--- src/rtl/gpio_irq_port.sv ---
module gpio_irq_port #(
  parameter int BASE_SHIFT = 8
) (
  input  logic       clk,
  input  logic       rst_n,
  input  logic [7:0] pin_i,
  input  logic [2:0] bus_addr,
  input  logic       bus_wr,
  input  logic [7:0] bus_wdata,
  output logic [7:0] bus_rdata,
  output logic       irq_o
);
  localparam int CNT_W = BASE_SHIFT + 6;
  localparam logic [2:0] A_IN = 3'd0, A_MASK = 3'd1, A_EDGE = 3'd2,
                         A_FLAG = 3'd3, A_FILT = 3'd4, A_IEN = 3'd5;

  logic [7:0] mask_q, edge_q, flag_q, ien_q;
  logic [2:0] code_lo_q, code_hi_q;
  logic [7:0] sync1_q, sync2_q, filt_d_q;
  logic [7:0] gated, filt, edge_ev, clr;
  logic       restart_lo, restart_hi;

  function automatic logic [CNT_W-1:0] lim_of(input logic [2:0] c);
    lim_of = (CNT_W'(1) << (BASE_SHIFT + int'(c) - 1)) - CNT_W'(1);
  endfunction

  assign gated      = sync2_q & ien_q;
  assign restart_lo = bus_wr && bus_addr == A_FILT && bus_wdata[2:0] != code_lo_q;
  assign restart_hi = bus_wr && bus_addr == A_FILT && bus_wdata[6:4] != code_hi_q;

  always_ff @(posedge clk or negedge rst_n)
    if (!rst_n) begin
      sync1_q  <= '0;
      sync2_q  <= '0;
      filt_d_q <= '0;
    end else begin
      sync1_q  <= pin_i;
      sync2_q  <= sync1_q;
      filt_d_q <= filt;
    end

  for (genvar i = 0; i < 8; i++) begin : g_pin
    logic [CNT_W-1:0] cnt_q;
    logic             lvl_q;
    logic [2:0]       code;
    logic             restart;
    assign code    = (i < 4) ? code_lo_q : code_hi_q;
    assign restart = (i < 4) ? restart_lo : restart_hi;
    assign filt[i] = lvl_q;

    always_ff @(posedge clk or negedge rst_n)
      if (!rst_n) begin
        cnt_q <= '0;
        lvl_q <= 1'b0;
      end else if (code == 3'd0) begin
        cnt_q <= '0;
        lvl_q <= gated[i];
      end else if (restart || gated[i] == lvl_q) begin
        cnt_q <= '0;
      end else if (cnt_q == lim_of(code)) begin
        cnt_q <= '0;
        lvl_q <= gated[i];
      end else begin
        cnt_q <= cnt_q + CNT_W'(1);
      end
  end

  assign edge_ev = (edge_q & ~filt & filt_d_q) | (~edge_q & filt & ~filt_d_q);
  assign clr     = (bus_wr && bus_addr == A_FLAG) ? bus_wdata : 8'h00;

  always_ff @(posedge clk or negedge rst_n)
    if (!rst_n) begin
      mask_q    <= '0;
      edge_q    <= '0;
      flag_q    <= '0;
      ien_q     <= '1;
      code_lo_q <= '0;
      code_hi_q <= '0;
    end else begin
      flag_q <= (flag_q & ~clr) | edge_ev;
      if (bus_wr)
        case (bus_addr)
          A_MASK: mask_q <= bus_wdata;
          A_EDGE: edge_q <= bus_wdata;
          A_FILT: begin
            code_lo_q <= bus_wdata[2:0];
            code_hi_q <= bus_wdata[6:4];
          end
          A_IEN:  ien_q  <= bus_wdata;
          default: ;
        endcase
    end

  always_comb
    case (bus_addr)
      A_IN:    bus_rdata = gated;
      A_MASK:  bus_rdata = mask_q;
      A_EDGE:  bus_rdata = edge_q;
      A_FLAG:  bus_rdata = flag_q;
      A_FILT:  bus_rdata = {1'b0, code_hi_q, 1'b0, code_lo_q};
      A_IEN:   bus_rdata = ien_q;
      default: bus_rdata = 8'h00;
    endcase

  assign irq_o = |(flag_q & mask_q);
endmodule

--- config.mk ---
export PLATFORM = sky130hd
export DESIGN_NAME = gpio_irq_port
export DESIGN_NICKNAME = d
export VERILOG_FILES = /design/src/rtl/gpio_irq_port.sv
export SDC_FILE = /design/constraint.sdc
export NUM_CORES = 1
export LEC_CHECK = 0
export BUFFER_PORTS_ARGS = -buffer_cell sky130_fd_sc_hd__buf_2
export CAP_MARGIN = 10
export CORE_UTILIZATION = 44
export CTS_BUF_LIST = sky130_fd_sc_hd__clkbuf_4
export DETAILED_ROUTE_END_ITERATION = 16
export SLEW_MARGIN = 20
export SYNTH_ARGS = -nofsm -noshare
export SYNTH_HDL_FRONTEND = slang
export SYNTH_SLANG_ARGS = --single-unit
--- constraint.sdc ---
create_clock -name clk -period 2.8 [get_ports clk]
set_input_delay 0.14 -clock clk [delete_from_list [all_inputs] [get_ports clk]]
set_output_delay 0.14 -clock clk [all_outputs]
set_load 0.03 [all_outputs]
======== Word level (Yosys, flattened, before mapping) ========
Index checks and enable logic that the tools add are counted.
storage, ports and cells
  register bits ........................... 182
  input port bits ......................... 22
  output and inout port bits .............. 9
  word-level logic and storage cells ...... 171
operators by class
  add/subtract/negate cells ............... 14
  equality and inequality tests ........... 31
  shift-type cells ........................ 2
  multiplexer cells ....................... 50
  bitwise logic cells ..................... 13
  reductions and logical operators ........ 36
operators with widths
  cell                                                                  count
  14-bit two-way mux                                                    24
  14-bit by 1-bit adder with 14-bit output, second input constant       8
  14-bit == test                                                        8
  1-bit by 32-bit left shift with 14-bit output, first input constant   2
  8-bit bitwise AND                                                     7
  8-bit case mux with 6 select lines                                    1
  8-bit NOT                                                             4
  14-bit by 2-bit subtractor with 14-bit output, second input constant  2
  1-bit two-way mux                                                     24
  2-bit AND reduction                                                   12
  8-bit bitwise OR                                                      2
  2-bit nonzero test                                                    8
  2-bit != test, second input constant                                  7
  5-bit by 1-bit subtractor with 6-bit output, second input constant    2
  4-bit by 3-bit adder with 5-bit output, first input constant          2
  3-bit logical NOT                                                     3
  1-bit == test                                                         8
  1-bit logical OR                                                      8
  8-bit two-way mux                                                     1
  8-bit OR reduction                                                    1
  3-bit by 2-bit == test with 1-bit output, second input constant       2
  3-bit == test, second input constant                                  2
  3-bit != test                                                         2
  1-bit logical AND                                                     4
  other kinds (2)                                                       2

======== Depth between registers and ports, before layout ========
  word-level depth ........................ 8
  mapped depth ............................ 11
  gate-level depth less buffers ........... 7

======== Least setup slack after synthesis ========
Ideal clock, no wire load.
  kind .................................... flip-flop to flip-flop
  start point ............................. register code_hi_q[0]
  end point ............................... register g_pin[6].cnt_q[8]
  library setup time ...................... 0.072 ns
  arrival time ............................ 2.005 ns
  data required time ...................... 2.728 ns
  path slack .............................. 0.723 ns
  cell stages (with the launch flop) ...... 9
  path buffers ............................ 3
  period minus slack after synthesis ...... 2.077 ns
  path through ............................ dfrtp_1 > clkbuf_1 > buf_2 > xor2_1 > o31a_1 > or2_2 > a211o_1 > buf_4 > nor2_1
between the ends
  word-level cells in the longest chain between the ends .. 8
  elaborated cells on any way between the ends .. 12
  those cells by class .................... add/sub: 3; eq/ne: 2; shift: 1; mux: 3; reduce/logical: 3
ends and longest elaborated chain
  what                                           line  text
  start: declaration                             18    logic [2:0] code_lo_q, code_hi_q;
  start signal: assignment                       87    code_hi_q <= bus_wdata[6:4];
  4-bit by 3-bit adder with 5-bit output         24    lim_of = (CNT_W'(1) << (BASE_SHIFT + int'(c) - 1)) - CNT_W'(1);
  5-bit by 1-bit subtractor with 6-bit output    24
  1-bit by 32-bit left shift with 14-bit output  24
  14-bit by 2-bit subtractor with 14-bit output  24
  14-bit == test                                 60    end else if (cnt_q == lim_of(code)) begin
  14-bit two-way mux                             60
  14-bit two-way mux                             58    end else if (restart || gated[i] == lvl_q) begin
  14-bit two-way mux (*)                         55    end else if (code == 3'd0) begin
  end signal: assignment                         64    cnt_q <= cnt_q + CNT_W'(1);
  end: declaration                               43    logic [CNT_W-1:0] cnt_q;
Every way passes the cells marked *; elsewhere a longest branch is shown, timed or not.
A chain may end at the register's enable or synchronous reset.

======== Worst setup path in the final report ========
  start point ............................. register code_lo_q[1]
  end point ............................... register g_pin[0].cnt_q[3]
between the ends
  word-level cells in the longest chain between the ends .. 8
  elaborated cells on any way between the ends .. 12
  those cells by class .................... add/sub: 3; eq/ne: 2; shift: 1; mux: 3; reduce/logical: 3
ends and longest elaborated chain
  what                                           line  text
  start: declaration                             18
  start signal: assignment                       86    code_lo_q <= bus_wdata[2:0];
  4-bit by 3-bit adder with 5-bit output         24
  5-bit by 1-bit subtractor with 6-bit output    24
  1-bit by 32-bit left shift with 14-bit output  24
  14-bit by 2-bit subtractor with 14-bit output  24
  14-bit == test                                 60
  14-bit two-way mux                             60
  14-bit two-way mux                             58
  14-bit two-way mux (*)                         55
  end signal: assignment                         64
  end: declaration                               43
Marked as above.

==> impl_metrics.json <==
{
  "design_area_um2": 11100,
  "antenna_found_initial": 1,
  "utilization_pct": 49.04,
  "post-route-drc-count": 0,
  "r2r_slack_ns": 0.19,
  "numPortBuffers": 30,
  "ant_nets": 0,
  "clkTransAtPathRegs_ns": 0.17,
  "total_power_w": 0.006993,
  "die_area_um2": 23650,
  "dieWidth_um": 153.8,
  "dp_hpwl_mm": 15.33,
  "start_kind": "flop",
  "fill_cells": 2116,
  "nets": 1122,
  "mostFrequentLayoutCell": "dfrtp_1",
  "synth_seq_cells": 182,
  "dp_slack_ns": 0.1981,
  "period_needed_ns": 2.610,
  "coreArea_um2": 22640,
  "power_density_nw_per_um2": 629.8,
  "period_share_pct": 93.22,
  "reg2reg_depth": 8,
  "yosys.cell_types.count": 79,
  "grt_max_degree": 80,
  "synth_ff_type": "dfrtp_1",
  "drt_iter0_markers": 413,
  "routed_wirelength_mm": 22.21,
  "firstDrtPassIters": 5,
  "fin_setup_tns_ns": 0,
  "area_growth_pct": 9.528,
  "clockRootBuffer": "clkbuf_4",
  "async_flop_share_pct": 100.0,
  "synth_edf_count": 0,
  "critical_path_required_ns": 3.25,
  "rsz0062_at_grt": "false",
  "wl_per_cell_um": 15.98,
  "grt_pass1_wl_mm": 37.20,
  "r2r_start": "code_lo_q[1]",
  "critPathLaunch": "code_lo_q[1]",
  "critPathCaptureType": "flop",
  "cap_violations": 0,
  "grtUsageTotal_pct": 19.50,
  "crit_type": "flop to flop",
  "cts_max_level": 4,
  "power_leakage_nw": 4.673,
  "final_max_slew_viol_count": 0,
  "numCtsBuffers": 17,
  "cts_buffer_depth": 2,
  "viasPerCell": 5.495,
  "grt_pass1_vias": 7315,
  "timing.fmax_mhz": 383.1,
  "hold_viol": 0,
  "die_h_um": 153.8,
  "hp-class": "input pin to async pin",
  "routabilityCongestion": 0.7835,
  "post-route-worst-setup-slack_ns": 0.1900,
  "status": "finished clean",
  "r2r-end": "g_pin[0].cnt_q[3]",
  "worstPathMaxFanout": 14,
  "initial_core_util_pct": 44.77,
  "finalSetupViolCount": 0,
  "pin_count": 31,
  "ir_drop_mv": 0.3148,
  "cts_tree": "built",
  "synthCells": 1061,
  "ys_warn_count": 0,
  "clkLatencyLatePin_ns": 0.58,
  "layout-drive-gt1-share_pct": 13.69,
  "vias": 7638,
  "arrival_ns": 3.06,
  "fin_skew_ns": 0.03597,
  "seqCellArea_um2": 4564,
  "multi_input_area_um2": 5185,
  "yosysSeqAreaShare_pct": 45.03,
  "endpoint": "g_pin[0].cnt_q[3]",
  "worst_pin_slew_ns": 0.6732,
  "clock-sinks": 182,
  "synth_area_per_cell_um2": 9.554,
  "syn_area_um2": 10140,
  "grt.overflow.total": 0,
  "relSlewSlack_pct": 55.12,
  "dpl-instance-area_um2": 10560,
  "layout_common_cells": "dfrtp_1 (174), nor2_1 (146), nand2_1 (87)",
  "rows": 55
}
routing by layer:
layer	vias up	part of all wire [%]	track usage [%]
li1	3783	-	-
met1	3733	49	26.46
met2	108	47	32.34
met3	14	3.2	3.608
met4	0	1.0	4.381
met5	-	0	0
repair_timing:
item,in CTS,in global routing
endpoints found under the hold margin,123,0
setup endpoints to repair,0,2
buffers inserted,0,0
hold buffers,17,0
gates resized for setup,0,3
power breakdown:
group / switching, W / leakage [nW] / internal [W] / total [W]
clock: 0.000967 / 0.177 / 0.000749 / 0.00172
combinational: 0.00112 / 2.12 / 0.000774 / 0.00190
sequential: 0.000380 / 2.38 / 0.00300 / 0.00338
kinds of logic after synthesis:
| group | count (synthesis) | share of synthesized area (%) |
|---|---|---|
| adder cells (fa/ha/maj) | 12 | 1.432 |
| buffers and inverters | 92 | 4.172 |
| AO/OA/AOI/OAI | 154 | 11.06 |
| other | 1 | 0.03699 |
| flip-flops | 182 | 45.03 |
| XOR/XNOR | 137 | 11.84 |
| AND/OR/NAND/NOR | 436 | 21.39 |
| multiplexers | 47 | 5.048 |
stage by stage:
| stage | hold slack, ns | cells |
|---|---|---|
| final | 0.1242 | 1390 |
| after global routing | 0.1253 | 1390 |
| after CTS | 0.1139 | 1388 |
| after detailed placement | 0.2231 | 1339 |
| after global placement | 0.2240 | 1339 |
| after floorplan | -0.1556 | 1064 |
cell type report:
| type | count | share of cell area (%) |
|---|---|---|
| well taps | 285 | 3.212 |
| multi-input cells | 790 | 46.70 |
| clock buffers | 18 | 1.217 |
| repair buffers | 72 | 4.879 |
| inverters | 27 | 0.9128 |
| flip-flops and latches | 182 | 41.11 |
| clock inverters | 14 | 1.927 |
| diodes | 2 | 0.04508 |
Yosys cell counts, types with 16 or more instances:
master    instances  share of area, %
dfrtp_1         174                43
nor2_1          146               5.4
nand2_1          87               3.2
xor2_1           82               7.1
nand3_1          57               2.8
xnor2_1          55               4.8
clkbuf_1         35               1.3
mux2_2           33               3.7
and3_1           30               1.9
a21oi_1          26               1.3
inv_1            26              0.96
o21ai_0          25               1.2
nand4_1          20               1.2
buf_2            16              0.79
worst max-delay path, cell delays in order, from the launching register on:
cell and delay (ns):
dfrtp_1 0.52, buf_4 0.23, nor3_4 0.32, xnor2_1 0.10, a2111oi_0 0.49, o2111ai_1 0.33
o21ai_2 0.20, buf_4 0.23, nor2_1 0.07
state kept, by name, summed over array words and instances, names as in the netlist, 8 cells and up:
signal,flops
sync2_q,8
sync1_q,8
edge_q,8
ien_q,8
filt_d_q,8
g_pin.lvl_q,8
g_pin.cnt_q,112
mask_q,8
flag_q,8
how the worst min path moves through the flow:
stage	to	startpoint	slack, ns	depth (start not counted)
finish	sync2_q[7]	rst_n	0.12	2
global route	sync2_q[7]	rst_n	0.13	2
CTS	edge_q[6]	rst_n	0.11	2
detailed placement	sync2_q[7]	rst_n	0.22	1
global placement	flag_q[6]	rst_n	0.22	1
floorplan	code_hi_q[0]	rst_n	-0.16	0
Power figures use the tool's default switching activity.
